$ cat config.mk
export PLATFORM = sky130hd
export DESIGN_NAME = lt_topo_eval
export DESIGN_NICKNAME = d
export VERILOG_FILES = /design/src/rtl/lt_eval_pkg.sv /design/src/rtl/lt_link_bank.sv /design/src/rtl/lt_seq_div.sv /design/src/rtl/lt_isqrt.sv /design/src/rtl/lt_topo_eval.sv
export SDC_FILE = /design/constraint.sdc
export NUM_CORES = 2
export LEC_CHECK = 0
export ABC_AREA = 1
export ABC_CLOCK_PERIOD_IN_PS = 8600
export BUFFER_PORTS_ARGS = -buffer_cell sky130_fd_sc_hd__buf_2
export CORE_MARGIN = 3
export CORE_UTILIZATION = 65
export DETAILED_ROUTE_END_ITERATION = 12
export HOLD_SLACK_MARGIN = 0.1
export PLACE_DENSITY = 0.82
export SLEW_MARGIN = 30
export SYNTH_ARGS = -nofsm -noshare
export SYNTH_HDL_FRONTEND = slang
export SYNTH_SLANG_ARGS = --single-unit
$ cat constraint.sdc
create_clock -name clk -period 8.6 [get_ports clk]
set_clock_uncertainty 0.15 [all_clocks]
set_input_delay 0.86 -clock clk [delete_from_list [all_inputs] [get_ports clk]]
set_output_delay 0.86 -clock clk [all_outputs]
set_load 0.005 [all_outputs]
$ cat src/rtl/lt_eval_pkg.sv
package lt_eval_pkg;

   // index width for a range of v values (at least one bit)
   function automatic int lt_bits(input int v);
      return (v <= 2) ? 1 : $clog2(v);
   endfunction

   typedef enum logic [3:0] {
      S_IDLE,
      S_SELF,
      S_DIR,
      S_ROUTE,
      S_NDIV,
      S_NWAIT,
      S_SCAN,
      S_VDIV,
      S_VWAIT,
      S_ROOT,
      S_RWAIT,
      S_DDIV,
      S_DWAIT
   } eval_state_t;

endpackage

$ cat src/rtl/lt_link_bank.sv
module lt_link_bank #(
   parameter int NUM   = 17,
   parameter int CNT_W = 8,
   parameter int IDX_W = 5
) (
   input  logic             clk,
   input  logic             rst_n,
   input  logic             clr,
   input  logic             inc,
   input  logic [IDX_W-1:0] inc_idx,
   input  logic [IDX_W-1:0] rd_idx,
   output logic [CNT_W-1:0] rd_cnt
);

   logic [CNT_W-1:0] cnt_arr [NUM];

   generate
      for (genvar g = 0; g < NUM; g++) begin : g_cnt
         logic [CNT_W-1:0] c_q;
         always_ff @(posedge clk) begin
            if (!rst_n) begin
               c_q <= '0;
            end else if (clr) begin
               c_q <= '0;
            end else if (inc && (inc_idx == IDX_W'(g)) && (c_q != '1)) begin
               c_q <= c_q + 1'b1;
            end
         end
         assign cnt_arr[g] = c_q;
      end
   endgenerate

   assign rd_cnt = cnt_arr[rd_idx];

endmodule

$ cat src/rtl/lt_seq_div.sv
module lt_seq_div import lt_eval_pkg::*; #(
   parameter int W = 42
) (
   input  logic         clk,
   input  logic         rst_n,
   input  logic         start,
   input  logic [W-1:0] num,
   input  logic [W-1:0] den,
   output logic         done,
   output logic [W-1:0] quo
);

   localparam int CW = lt_bits(W + 1);

   logic [W-1:0]  rem_q, q_q, dv_q;
   logic [CW-1:0] cnt_q;
   logic          run_q;
   logic [W:0]    sh;

   assign sh  = {rem_q, q_q[W-1]};
   assign quo = q_q;

   always_ff @(posedge clk) begin
      if (!rst_n) begin
         rem_q <= '0;
         q_q   <= '0;
         dv_q  <= '0;
         cnt_q <= '0;
         run_q <= 1'b0;
         done  <= 1'b0;
      end else begin
         done <= 1'b0;
         if (start) begin
            q_q   <= num;
            dv_q  <= den;
            rem_q <= '0;
            cnt_q <= CW'(W);
            run_q <= 1'b1;
         end else if (run_q) begin
            if (sh >= {1'b0, dv_q}) begin
               rem_q <= W'(sh - {1'b0, dv_q});
               q_q   <= {q_q[W-2:0], 1'b1};
            end else begin
               rem_q <= sh[W-1:0];
               q_q   <= {q_q[W-2:0], 1'b0};
            end
            cnt_q <= cnt_q - 1'b1;
            if (cnt_q == CW'(1)) begin
               run_q <= 1'b0;
               done  <= 1'b1;
            end
         end
      end
   end

endmodule

$ cat src/rtl/lt_isqrt.sv
module lt_isqrt import lt_eval_pkg::*; #(
   parameter int W = 42
) (
   input  logic           clk,
   input  logic           rst_n,
   input  logic           start,
   input  logic [W-1:0]   rad,
   output logic           done,
   output logic [W/2-1:0] root
);

   localparam int HW = W / 2;
   localparam int RW = HW + 3;
   localparam int CW = lt_bits(HW + 1);

   generate
      if (W % 2 != 0) begin : g_bad_w
         $error("lt_isqrt: W must be even");
      end
   endgenerate

   logic [W-1:0]  rad_q;
   logic [RW-1:0] rem_q;
   logic [HW-1:0] root_q;
   logic [CW-1:0] cnt_q;
   logic          run_q;
   logic [RW-1:0] sh, trial;

   assign sh    = {rem_q[RW-3:0], rad_q[W-1:W-2]};
   assign trial = {1'b0, root_q, 2'b01};
   assign root  = root_q;

   always_ff @(posedge clk) begin
      if (!rst_n) begin
         rad_q  <= '0;
         rem_q  <= '0;
         root_q <= '0;
         cnt_q  <= '0;
         run_q  <= 1'b0;
         done   <= 1'b0;
      end else begin
         done <= 1'b0;
         if (start) begin
            rad_q  <= rad;
            rem_q  <= '0;
            root_q <= '0;
            cnt_q  <= CW'(HW);
            run_q  <= 1'b1;
         end else if (run_q) begin
            rad_q <= {rad_q[W-3:0], 2'b00};
            if (sh >= trial) begin
               rem_q  <= sh - trial;
               root_q <= {root_q[HW-2:0], 1'b1};
            end else begin
               rem_q  <= sh;
               root_q <= {root_q[HW-2:0], 1'b0};
            end
            cnt_q <= cnt_q - 1'b1;
            if (cnt_q == CW'(1)) begin
               run_q <= 1'b0;
               done  <= 1'b1;
            end
         end
      end
   end

endmodule

$ cat src/rtl/lt_topo_eval.sv
module lt_topo_eval import lt_eval_pkg::*; #(
   parameter  int ROWS    = 3,
   parameter  int COLS    = 3,
   parameter  int PROWS   = 3,
   parameter  int PCOLS   = 4,
   parameter  int CNT_W   = 8,
   parameter  int RES_W   = 16,
   parameter  int WGT_W   = 9,
   localparam int N_NODES = ROWS * COLS,
   localparam int NI_W    = lt_bits(N_NODES),
   localparam int PR_W    = lt_bits(PROWS),
   localparam int PC_W    = lt_bits(PCOLS)
) (
   input  logic             clk,
   input  logic             rst_n,
   input  logic             start,
   input  logic [WGT_W-1:0] w_df,
   input  logic [WGT_W-1:0] w_cf,
   output logic [NI_W-1:0]  map_addr,
   input  logic [PR_W-1:0]  map_prow,
   input  logic [PC_W-1:0]  map_pcol,
   output logic             busy,
   output logic             done,
   output logic [RES_W-1:0] df_q,
   output logic [RES_W-1:0] cf_q,
   output logic [RES_W-1:0] um_q
);

   localparam int LR_W    = lt_bits(ROWS);
   localparam int LC_W    = lt_bits(COLS);
   localparam int L_H     = PROWS * (PCOLS - 1);
   localparam int L_V     = (PROWS - 1) * PCOLS;
   localparam int N_LINKS = L_H + L_V;
   localparam int LI_W    = lt_bits(N_LINKS);
   localparam int LB      = lt_bits(N_LINKS + 1);
   localparam int SW      = LB + CNT_W;
   localparam int QW      = 2 * SW;
   localparam int DIV_W   = 2 * (LB + CNT_W + 8);
   localparam int ROOT_W  = DIV_W / 2;
   localparam int HOP_W   = lt_bits(4 * (PROWS + PCOLS) + 1);
   localparam int UW      = RES_W + WGT_W + 1;
   localparam logic [RES_W-1:0] RES_MAX = '1;

   generate
      if (N_NODES < 2) begin : g_chk_nodes
         $error("lt_topo_eval: logical mesh needs at least two nodes");
      end
      if (PROWS < ROWS || PCOLS < COLS) begin : g_chk_phys
         $error("lt_topo_eval: physical mesh smaller than logical mesh");
      end
      if (N_LINKS < 1) begin : g_chk_links
         $error("lt_topo_eval: physical mesh has no links");
      end
      if (WGT_W < 9 || RES_W < 9 || RES_W >= ROOT_W) begin : g_chk_w
         $error("lt_topo_eval: weight or result width out of range");
      end
   endgenerate

   eval_state_t st;

   logic [NI_W-1:0]  node;
   logic [LR_W-1:0]  li;
   logic [LC_W-1:0]  lj;
   logic [1:0]       dir;
   logic [PR_W-1:0]  self_r, cur_r, dst_r;
   logic [PC_W-1:0]  self_c, cur_c, dst_c;
   logic [HOP_W-1:0] hop;
   logic [2:0]       kcnt;
   logic [DIV_W-1:0] sum_df, var_q;
   logic [LI_W-1:0]  scan;
   logic [SW-1:0]    s_acc;
   logic [QW-1:0]    q_acc;
   logic [RES_W-1:0] cf_r;
   logic [WGT_W-1:0] wdf_r, wcf_r;

   // ---------------- neighbour selection ----------------
   logic            nb_ok;
   logic [NI_W-1:0] nb_idx;

   always_comb begin
      case (dir)
         2'd0: begin
            nb_ok  = int'(li) < ROWS - 1;
            nb_idx = NI_W'(int'(node) + COLS);
         end
         2'd1: begin
            nb_ok  = li != '0;
            nb_idx = NI_W'(int'(node) - COLS);
         end
         2'd2: begin
            nb_ok  = int'(lj) < COLS - 1;
            nb_idx = NI_W'(int'(node) + 1);
         end
         default: begin
            nb_ok  = lj != '0;
            nb_idx = NI_W'(int'(node) - 1);
         end
      endcase
   end

   assign map_addr = (st == S_DIR && nb_ok) ? nb_idx : node;

   // ---------------- route stepping ----------------
   logic            col_move, row_move, col_up, row_up;
   logic [PC_W-1:0] nxt_c;
   logic [PR_W-1:0] nxt_r;
   logic [LI_W-1:0] link_idx;
   logic            link_inc;

   assign col_move = cur_c != dst_c;
   assign row_move = cur_r != dst_r;
   assign col_up   = dst_c > cur_c;
   assign row_up   = dst_r > cur_r;
   assign nxt_c    = col_up ? cur_c + 1'b1 : cur_c - 1'b1;
   assign nxt_r    = row_up ? cur_r + 1'b1 : cur_r - 1'b1;
   assign link_inc = (st == S_ROUTE) && (col_move || row_move);

   always_comb begin
      if (col_move) begin
         link_idx = LI_W'(int'(cur_r) * (PCOLS - 1) + int'(col_up ? cur_c : nxt_c));
      end else begin
         link_idx = LI_W'(L_H + int'(row_up ? cur_r : nxt_r) * PCOLS + int'(cur_c));
      end
   end

   logic [CNT_W-1:0] rd_cnt;

   lt_link_bank #(
      .NUM   (N_LINKS),
      .CNT_W (CNT_W),
      .IDX_W (LI_W)
   ) u_bank (
      .clk     (clk),
      .rst_n   (rst_n),
      .clr     (st == S_IDLE && start),
      .inc     (link_inc),
      .inc_idx (link_idx),
      .rd_idx  (scan),
      .rd_cnt  (rd_cnt)
   );

   // ---------------- shared divider and root ----------------
   logic             div_start, div_done;
   logic [DIV_W-1:0] div_num, div_den, div_quo;
   logic [DIV_W-1:0] lq, ss, var_num;

   assign lq      = DIV_W'(N_LINKS) * DIV_W'(q_acc);
   assign ss      = DIV_W'(s_acc) * DIV_W'(s_acc);
   assign var_num = (lq - ss) << 16;

   always_comb begin
      div_start = 1'b0;
      div_num   = '0;
      div_den   = '0;
      case (st)
         S_NDIV: begin
            div_start = 1'b1;
            div_num   = DIV_W'(hop) << 8;
            div_den   = DIV_W'(kcnt);
         end
         S_VDIV: begin
            div_start = 1'b1;
            div_num   = var_num;
            div_den   = DIV_W'(N_LINKS * N_LINKS);
         end
         S_DDIV: begin
            div_start = 1'b1;
            div_num   = sum_df;
            div_den   = DIV_W'(N_NODES);
         end
         default: ;
      endcase
   end

   lt_seq_div #(.W(DIV_W)) u_div (
      .clk   (clk),
      .rst_n (rst_n),
      .start (div_start),
      .num   (div_num),
      .den   (div_den),
      .done  (div_done),
      .quo   (div_quo)
   );

   logic              sq_done;
   logic [ROOT_W-1:0] sq_root;

   lt_isqrt #(.W(DIV_W)) u_root (
      .clk   (clk),
      .rst_n (rst_n),
      .start (st == S_ROOT),
      .rad   (var_q),
      .done  (sq_done),
      .root  (sq_root)
   );

   // ---------------- result shaping ----------------
   logic [RES_W-1:0] df_v, cf_v, um_v;
   logic [UW-1:0]    um_full, um_sh;

   assign df_v    = (div_quo > DIV_W'(RES_MAX)) ? RES_MAX : RES_W'(div_quo);
   assign cf_v    = (sq_root > ROOT_W'(RES_MAX)) ? RES_MAX : RES_W'(sq_root);
   assign um_full = UW'(wdf_r) * UW'(df_v) + UW'(wcf_r) * UW'(cf_r);
   assign um_sh   = um_full >> 8;
   assign um_v    = (um_sh > UW'(RES_MAX)) ? RES_MAX : RES_W'(um_sh);

   assign busy = st != S_IDLE;

   // ---------------- sequencer ----------------
   always_ff @(posedge clk) begin
      if (!rst_n) begin
         st     <= S_IDLE;
         node   <= '0;
         li     <= '0;
         lj     <= '0;
         dir    <= '0;
         self_r <= '0;
         self_c <= '0;
         cur_r  <= '0;
         cur_c  <= '0;
         dst_r  <= '0;
         dst_c  <= '0;
         hop    <= '0;
         kcnt   <= '0;
         sum_df <= '0;
         var_q  <= '0;
         scan   <= '0;
         s_acc  <= '0;
         q_acc  <= '0;
         cf_r   <= '0;
         wdf_r  <= '0;
         wcf_r  <= '0;
         df_q   <= '0;
         cf_q   <= '0;
         um_q   <= '0;
         done   <= 1'b0;
      end else begin
         done <= 1'b0;
         case (st)
            S_IDLE: begin
               if (start) begin
                  wdf_r  <= w_df;
                  wcf_r  <= w_cf;
                  node   <= '0;
                  li     <= '0;
                  lj     <= '0;
                  sum_df <= '0;
                  st     <= S_SELF;
               end
            end
            S_SELF: begin
               self_r <= map_prow;
               self_c <= map_pcol;
               dir    <= '0;
               hop    <= '0;
               kcnt   <= '0;
               st     <= S_DIR;
            end
            S_DIR: begin
               if (nb_ok) begin
                  dst_r <= map_prow;
                  dst_c <= map_pcol;
                  cur_r <= self_r;
                  cur_c <= self_c;
                  kcnt  <= kcnt + 1'b1;
                  st    <= S_ROUTE;
               end else if (dir == 2'd3) begin
                  st <= S_NDIV;
               end else begin
                  dir <= dir + 1'b1;
               end
            end
            S_ROUTE: begin
               if (col_move) begin
                  cur_c <= nxt_c;
                  hop   <= hop + 1'b1;
               end else if (row_move) begin
                  cur_r <= nxt_r;
                  hop   <= hop + 1'b1;
               end else if (dir == 2'd3) begin
                  st <= S_NDIV;
               end else begin
                  dir <= dir + 1'b1;
                  st  <= S_DIR;
               end
            end
            S_NDIV: st <= S_NWAIT;
            S_NWAIT: begin
               if (div_done) begin
                  sum_df <= sum_df + div_quo;
                  if (node == NI_W'(N_NODES - 1)) begin
                     scan  <= '0;
                     s_acc <= '0;
                     q_acc <= '0;
                     st    <= S_SCAN;
                  end else begin
                     node <= node + 1'b1;
                     if (lj == LC_W'(COLS - 1)) begin
                        lj <= '0;
                        li <= li + 1'b1;
                     end else begin
                        lj <= lj + 1'b1;
                     end
                     st <= S_SELF;
                  end
               end
            end
            S_SCAN: begin
               s_acc <= s_acc + SW'(rd_cnt);
               q_acc <= q_acc + QW'(rd_cnt) * QW'(rd_cnt);
               if (scan == LI_W'(N_LINKS - 1)) begin
                  st <= S_VDIV;
               end else begin
                  scan <= scan + 1'b1;
               end
            end
            S_VDIV: st <= S_VWAIT;
            S_VWAIT: begin
               if (div_done) begin
                  var_q <= div_quo;
                  st    <= S_ROOT;
               end
            end
            S_ROOT: st <= S_RWAIT;
            S_RWAIT: begin
               if (sq_done) begin
                  cf_r <= cf_v;
                  st   <= S_DDIV;
               end
            end
            S_DDIV: st <= S_DWAIT;
            S_DWAIT: begin
               if (div_done) begin
                  df_q <= df_v;
                  cf_q <= cf_r;
                  um_q <= um_v;
                  done <= 1'b1;
                  st   <= S_IDLE;
               end
            end
            default: st <= S_IDLE;
         endcase
      end
   end

endmodule

=== Word level (Yosys, flattened, before mapping) ===
Index checks and enable logic that the tools add are counted.

* Output and inout bits: 54
* Bits of input ports: 25
* Flip-flop bits (word level): 607

* $lt $le $gt $ge: 10
* Mux-type cells: 94
* Eq/ne operators: 73
* $mul: 6
* Add/sub/neg operators: 44
* Bitwise logic cells: 4
* Reductions and logical operators: 75

{| class="wikitable"
|+ Operator list
! kind !! number
|-
| 42-bit two-way mux || 7
|-
| 8-bit by 1-bit adder with 8-bit output, second input constant || 17
|-
| 8-bit != test, second input constant || 17
|-
| 42-bit case mux with 3 select lines || 1
|-
| 42-bit case mux with 2 select lines || 1
|-
| 4-bit two-way mux || 14
|-
| 26-bit two-way mux || 2
|-
| 26-bit case mux with 2 select lines || 1
|-
| 4-bit case mux with 13 select lines || 1
|-
| 9-bit by 16-bit multiplier with 25-bit output || 2
|-
| 16-bit two-way mux || 3
|-
| 43-bit by 42-bit greater-or-equal comparator with 1-bit output || 1
|-
| 42-bit adder || 1
|-
| 42-bit by 16-bit > comparator with 1-bit output, second input constant || 1
|-
| 42-bit subtractor || 1
|-
| 8-bit binary-select mux with 5-bit select || 1
|-
| 5-bit by 4-bit equality test with 1-bit output, second input constant || 8
|-
| 2-bit two-way mux || 20
|-
| 5-bit two-way mux || 8
|-
| 1-bit logical AND || 37
|-
| 9-bit case mux with 3 select lines || 1
|-
| 25-bit by 25-bit adder with 26-bit output || 1
|-
| 26-bit by 16-bit adder with 26-bit output || 1
|-
| 13-bit by 13-bit multiplier with 26-bit output || 1
|-
| other kinds (71) || 158
|}

=== Depth between registers and ports, before layout ===
* Depth in word-level cells: 9
* Mapped depth: 37
* Gate-level depth less buffers: 35

=== Hierarchy ===
Synthesis repeated with hierarchy kept, for this count alone.

* Cell total of the unflattened synthesis: 8,058
* Area, all modules: 55,714.7 um^2

{| class="wikitable"
|+ Modules (own cells, without submodules)
! module !! cells an instance !! times used !! area each (um^2)
|-
| lt_topo_eval || 4,337 || 1 || 32,159.6
|-
| lt_link_bank || 1,565 || 1 || 9,335.2
|-
| lt_seq_div || 1,424 || 1 || 9,145.0
|-
| lt_isqrt || 732 || 1 || 5,074.9
|}

=== Worst setup path before layout ===
Ideal clock, no wire load.

* Path kind: reg-to-reg
* Start point: register u_div.q_q[16], in the netlist u_div.quo[16]
* End point: register um_q[11]
* Data required time: 8.341 ns
* Arrival: 6.350 ns
* Buffers on the path: 1
* Stages on the path, launching flop included: 32
* Setup time: 0.109 ns
* Setup slack: 1.991 ns
* Path through: dfxtp_1 > or2_1 > nor3_2 > nand2_1 > clkbuf_1 > nor2_1 > nor2_1 > fa_1 > inv_1 > fa_1 > inv_1 > fa_1 > inv_1 > fa_1 > inv_1 > fa_1 > inv_1 > fa_1 > inv_1 > ha_1 > nand2_1 > nor2_1 > inv_1 > nor2_1 > inv_1 > or3_1 > nand3_1 > nand2_1 > nor2_1 > nand3_1 > nand2_1 > inv_1

* Word-level cells in the longest chain between the ends: 6

{| class="wikitable"
|+ Ends and longest elaborated chain
! item !! RTL line !! RTL
|-
| from (decl) || lt_seq_div.sv:15 || <nowiki>logic [W-1:0] rem_q, q_q, dv_q;</nowiki>
|-
| from (signal assigned) || lt_seq_div.sv:34 || <nowiki>q_q <= num;</nowiki>
|-
| from (signal assigned) || lt_seq_div.sv:42 || <nowiki>q_q <= {q_q[W-2:0], 1'b1};</nowiki>
|-
| from (signal assigned) || lt_seq_div.sv:45 || <nowiki>q_q <= {q_q[W-2:0], 1'b0};</nowiki>
|-
| 42-bit by 16-bit > comparator with 1-bit output * || lt_topo_eval.sv:201 || <nowiki>assign df_v = (div_quo > DIV_W'(RES_MAX)) ? RES_MAX : RES_W'(div_quo);</nowiki>
|-
| 16-bit two-way mux * || lt_topo_eval.sv:201 ||
|-
| 9-bit by 16-bit multiplier with 25-bit output * || lt_topo_eval.sv:203 || <nowiki>assign um_full = UW'(wdf_r) * UW'(df_v) + UW'(wcf_r) * UW'(cf_r);</nowiki>
|-
| 25-bit by 25-bit adder with 26-bit output * || lt_topo_eval.sv:203 ||
|-
| 18-bit by 16-bit > comparator with 1-bit output || lt_topo_eval.sv:205 || <nowiki>assign um_v = (um_sh > UW'(RES_MAX)) ? RES_MAX : RES_W'(um_sh);</nowiki>
|-
| 16-bit two-way mux * || lt_topo_eval.sv:205 ||
|-
| to (signal assigned) || lt_topo_eval.sv:336 || <nowiki>um_q <= um_v;</nowiki>
|-
| to (decl) || lt_topo_eval.sv:26 || <nowiki>output logic [RES_W-1:0] um_q</nowiki>
|}

Mark *: on every way between the ends. The rest lies on a longest branch, timed or not.
A chain may end at the register's enable or synchronous reset.

=== Worst setup path in the final report ===
* Start point: register u_div.q_q[36], in the netlist u_div.quo[36]
* End point: register um_q[8]

The elaborated chain is that of the path after synthesis.

==> qor.yml <==
run_status:
  status: "complete, no violations"
synthesis:
  yosysWarnings: 0
  synthTopCellsByCount: "nand2_1 (1,258), inv_1 (1,223), nor2_1 (690)"
  synth_area_per_cell_um2: 7.192
  synth.net_count: 7749
  synth-edff-count: 0
  synth_area_leader_cell: "dfxtp_1"
  synth.distinct_cells: 69
  synthCells: 6936
  synth_most_common_cell: "nand2_1"
  ys.flop_type: "dfxtp_1"
  synth-seq-cells: 570
  synth_top_area_share_pct: 22.87
  synthTopCellsByArea: "dfxtp_1 (23%), fa_1 (18%), nand2_1 (9.5%), inv_1 (9.2%), ha_1 (8.7%)"
  ys_seq_area_share_pct: 22.87
  synthArstFlopShare_pct: 0
  syn_area_um2: 49890
clock_tree:
  clock_path_buffers: 3
  clock_latency_ps: 630
  cts.sinks: 570
  htreeDepth: 3
  hold_buffers: 0
  postCtsSetupRepairBufs: 0
  cts_tree: "yes"
  cts_buffers: 66
  root_buffer: "clkbuf_16"
  cts.clk_slew.worst_paths_ps: 70
  ctsResizeCount: 0
power_and_ir_drop:
  p_leak_nw: 24.99
  switching_share_pct: 50.76
  switching_power_mw: 7.771
  ir_drop_mv: 0.4610
  p_int_mw: 7.540
  pwr-share-clk_pct: 20.0
  p_per_area_nw_per_um2: 287.6
  p_comb_share_pct: 60.8
  seqPwrFrac_pct: 19.2
setup_path:
  crit_type: "register to register"
  cp-start-kind: "register"
  cp_slowest_stage_delay_ps: 560
  slowest_stage: "nor2_2"
  worstPathRequired_ps: 8970
  path_max_fanout: 18
  endpoint_kind: "register"
  cp.arrival_ps: 8330
detailed_routing:
  drc: 0
  totalWireLength_um: 140200
  wl_per_cell_um: 17.65
  wl_met2_um: 67430
  route.met3.wl_um: 9141
  postRouteAntennaNets: 0
  firstDrtPassIters: 6
  vias: 45949
  top_layer_used: "met4"
  wl_met1_um: 54680
  drt_first_iter_violations: 3934
  viasPerCell: 5.786
place:
  io_buffers: 78
  post-place-cells: 7823
  hpwl_um: 106200
  placed_area_um2: 50870
  place_congestion: 0.9888
finish:
  drive_above_1_share_pct: 5.591
  diodes: 0
  nNetsFinal: 7684
  final_area_um2: 53240
  syn_to_final_growth_pct: 6.734
  final_cells: 7942
floorplanning:
  die_w_um: 283.0
  design.core.area_um2: 75200
  io_pins: 79
  fp.dieArea_um2: 80110
  start_util_pct: 66.34
  die_y_um: 283.0
  rows: 100
global_route:
  grt_max_degree: 102
  grt_overflow: 0
  antenna_found_initial: 2
  grt_pass1_wl_um: 229100
  grt_pass1_vias: 45369
  track_usage_pct: 34.55
min_path:
  hold_path.class: "register to register"
timing:
  max_slew_margin_pct: 36.19
  rsz0062_at_grt: "false"
  worst_pin_slew_ps: 947.1
  slew_viol_final: 0
  finalHoldViolCount: 0
  setup_viol: 0
  fmax_mhz: 125.6
  fin_crit_sh_pct: 92.60
  finalCriticalPeriod_ps: 7964
  setup_tns_ps: 0
run:
  cap_violations: 0
==> final cells by class <==
| type | count | area (um^2) |
|---|---|---|
| clock inverter | 37 | 545.5 |
| multi-input combinational | 4858 | 32770 |
| fill | 6205 | 21950 |
| sequential | 570 | 11410 |
| timing repair buffer | 116 | 685.7 |
| clock buffer | 82 | 1813 |
| tap | 1020 | 1276 |
| inverter | 1259 | 4738 |
==> layer usage <==
metal	global-route usage, %	vias up
met3	5.024	480
met4	19.33	0
met1	41.90	21718
li1	-	21932
met2	59.08	1819
met5	0	-
==> path summary, 6_finish.rpt <==
| check | cells past startpoint | from | to | slack (ps) |
|---|---|---|---|---|
| setup / recovery | 31 | u_div.quo[36] | um_q[8] | 640 |
| hold / removal | 2 | self_c[1] | self_c[1] | 310 |
| setup reg to reg | 31 | u_div.quo[36] | um_q[8] | 640 |
| hold reg to reg | 2 | self_c[1] | self_c[1] | 310 |
==> sequential cells by signal, summed over array words and instances (netlist names), 13 cells and up <==
register and count:
sum_df 42, var_q 42, u_root.root 21, cf_q 16, u_div.rem_q 42, u_div.quo 42
u_root.rem_q 22, u_bank.g_cnt.c_q 136, q_acc 26, df_q 16, um_q 16, u_root.rad_q 42
s_acc 13, cf_r 16
==> logic make-up (layout without fill, tap and decap cells) <==
logic type	Yosys count	count (layout)	share of synthesized area (%)
AO/OA/AOI/OAI	1405	1405	15.23
adder cells (fa/ha/maj)	788	788	26.43
XOR/XNOR	129	129	2.295
AND/OR/NAND/NOR	2535	2535	21.63
multiplexers	1	1	0.02007
flip-flops	570	570	22.87
buffers and inverters	1508	1494	11.52
==> power by group through the flow <==
| stage | clock, mW | sequential [mW] | combinational [mW] |
|---|---|---|---|
| 2_1_floorplan | 0 | 2.89 | 6.72 |
| 5_1_grt | 3.19 | 2.96 | 10.6 |
| 3_3_place_gp | 0 | 2.99 | 8.94 |
| 3_5_place_dp | 0 | 2.99 | 9.21 |
| 6_report | 3.05 | 2.94 | 9.32 |
| 4_1_cts | 3.09 | 2.93 | 9.26 |
==> cells in the final DEF (no fill, tap or decap), types with 7 or more instances in the layout <==
master,synthesis,routed
a31oi_1,94,94
nor3_1,98,96
o21ai_0,491,491
clkbuf_8,0,8
dfxtp_1,570,567
clkbuf_1,199,7
a21o_1,15,15
o21ai_1,14,14
nor4_1,24,24
clkinv_1,10,10
o21a_1,25,25
inv_2,22,22
o31ai_1,9,9
nor2_4,11,14
nor2_2,15,16
nand3b_1,12,12
inv_1,1223,1221
ha_1,345,345
nand2_1,1258,1257
bufinv_16,0,9
nand2_4,6,7
a211oi_1,21,21
clkbuf_16,0,67
a21oi_1,646,646
nor2_1,690,686
nand3_1,276,276
buf_4,5,37
nor3_2,7,9
or2_2,28,28
nand2_2,25,25
o211ai_1,29,29
buf_2,33,77
nand4_1,55,55
xnor2_1,28,28
o21bai_1,17,17
clkinv_2,1,12
xor2_1,99,99
fa_1,443,443
==> through the flow <==
step | worst slack [ps] | hold WS (ps) | power [mW] | utilization [%]
detailed placement | 788.8 | 300.5 | 12.20 | 67.65
global placement | 906.6 | 296.1 | 11.93 | 67.65
finish | 636.0 | 310.6 | 15.31 | 70.81
floorplan | 1991 | 274.5 | 9.610 | -
CTS | 792.7 | 308.8 | 15.28 | 70.79
global route | 211.9 | 328.0 | 16.71 | 70.81
==> worst max-delay path, delay by kind of cell (launching register included) <==
family,cells,cell delay (ps)
AO/OA/AOI/OAI,3,590
flip-flops,1,340
adder cells (fa/ha/maj),7,3510
buffers and inverters,7,440
AND/OR/NAND/NOR,14,2820
Power figures use the tool's default switching activity.
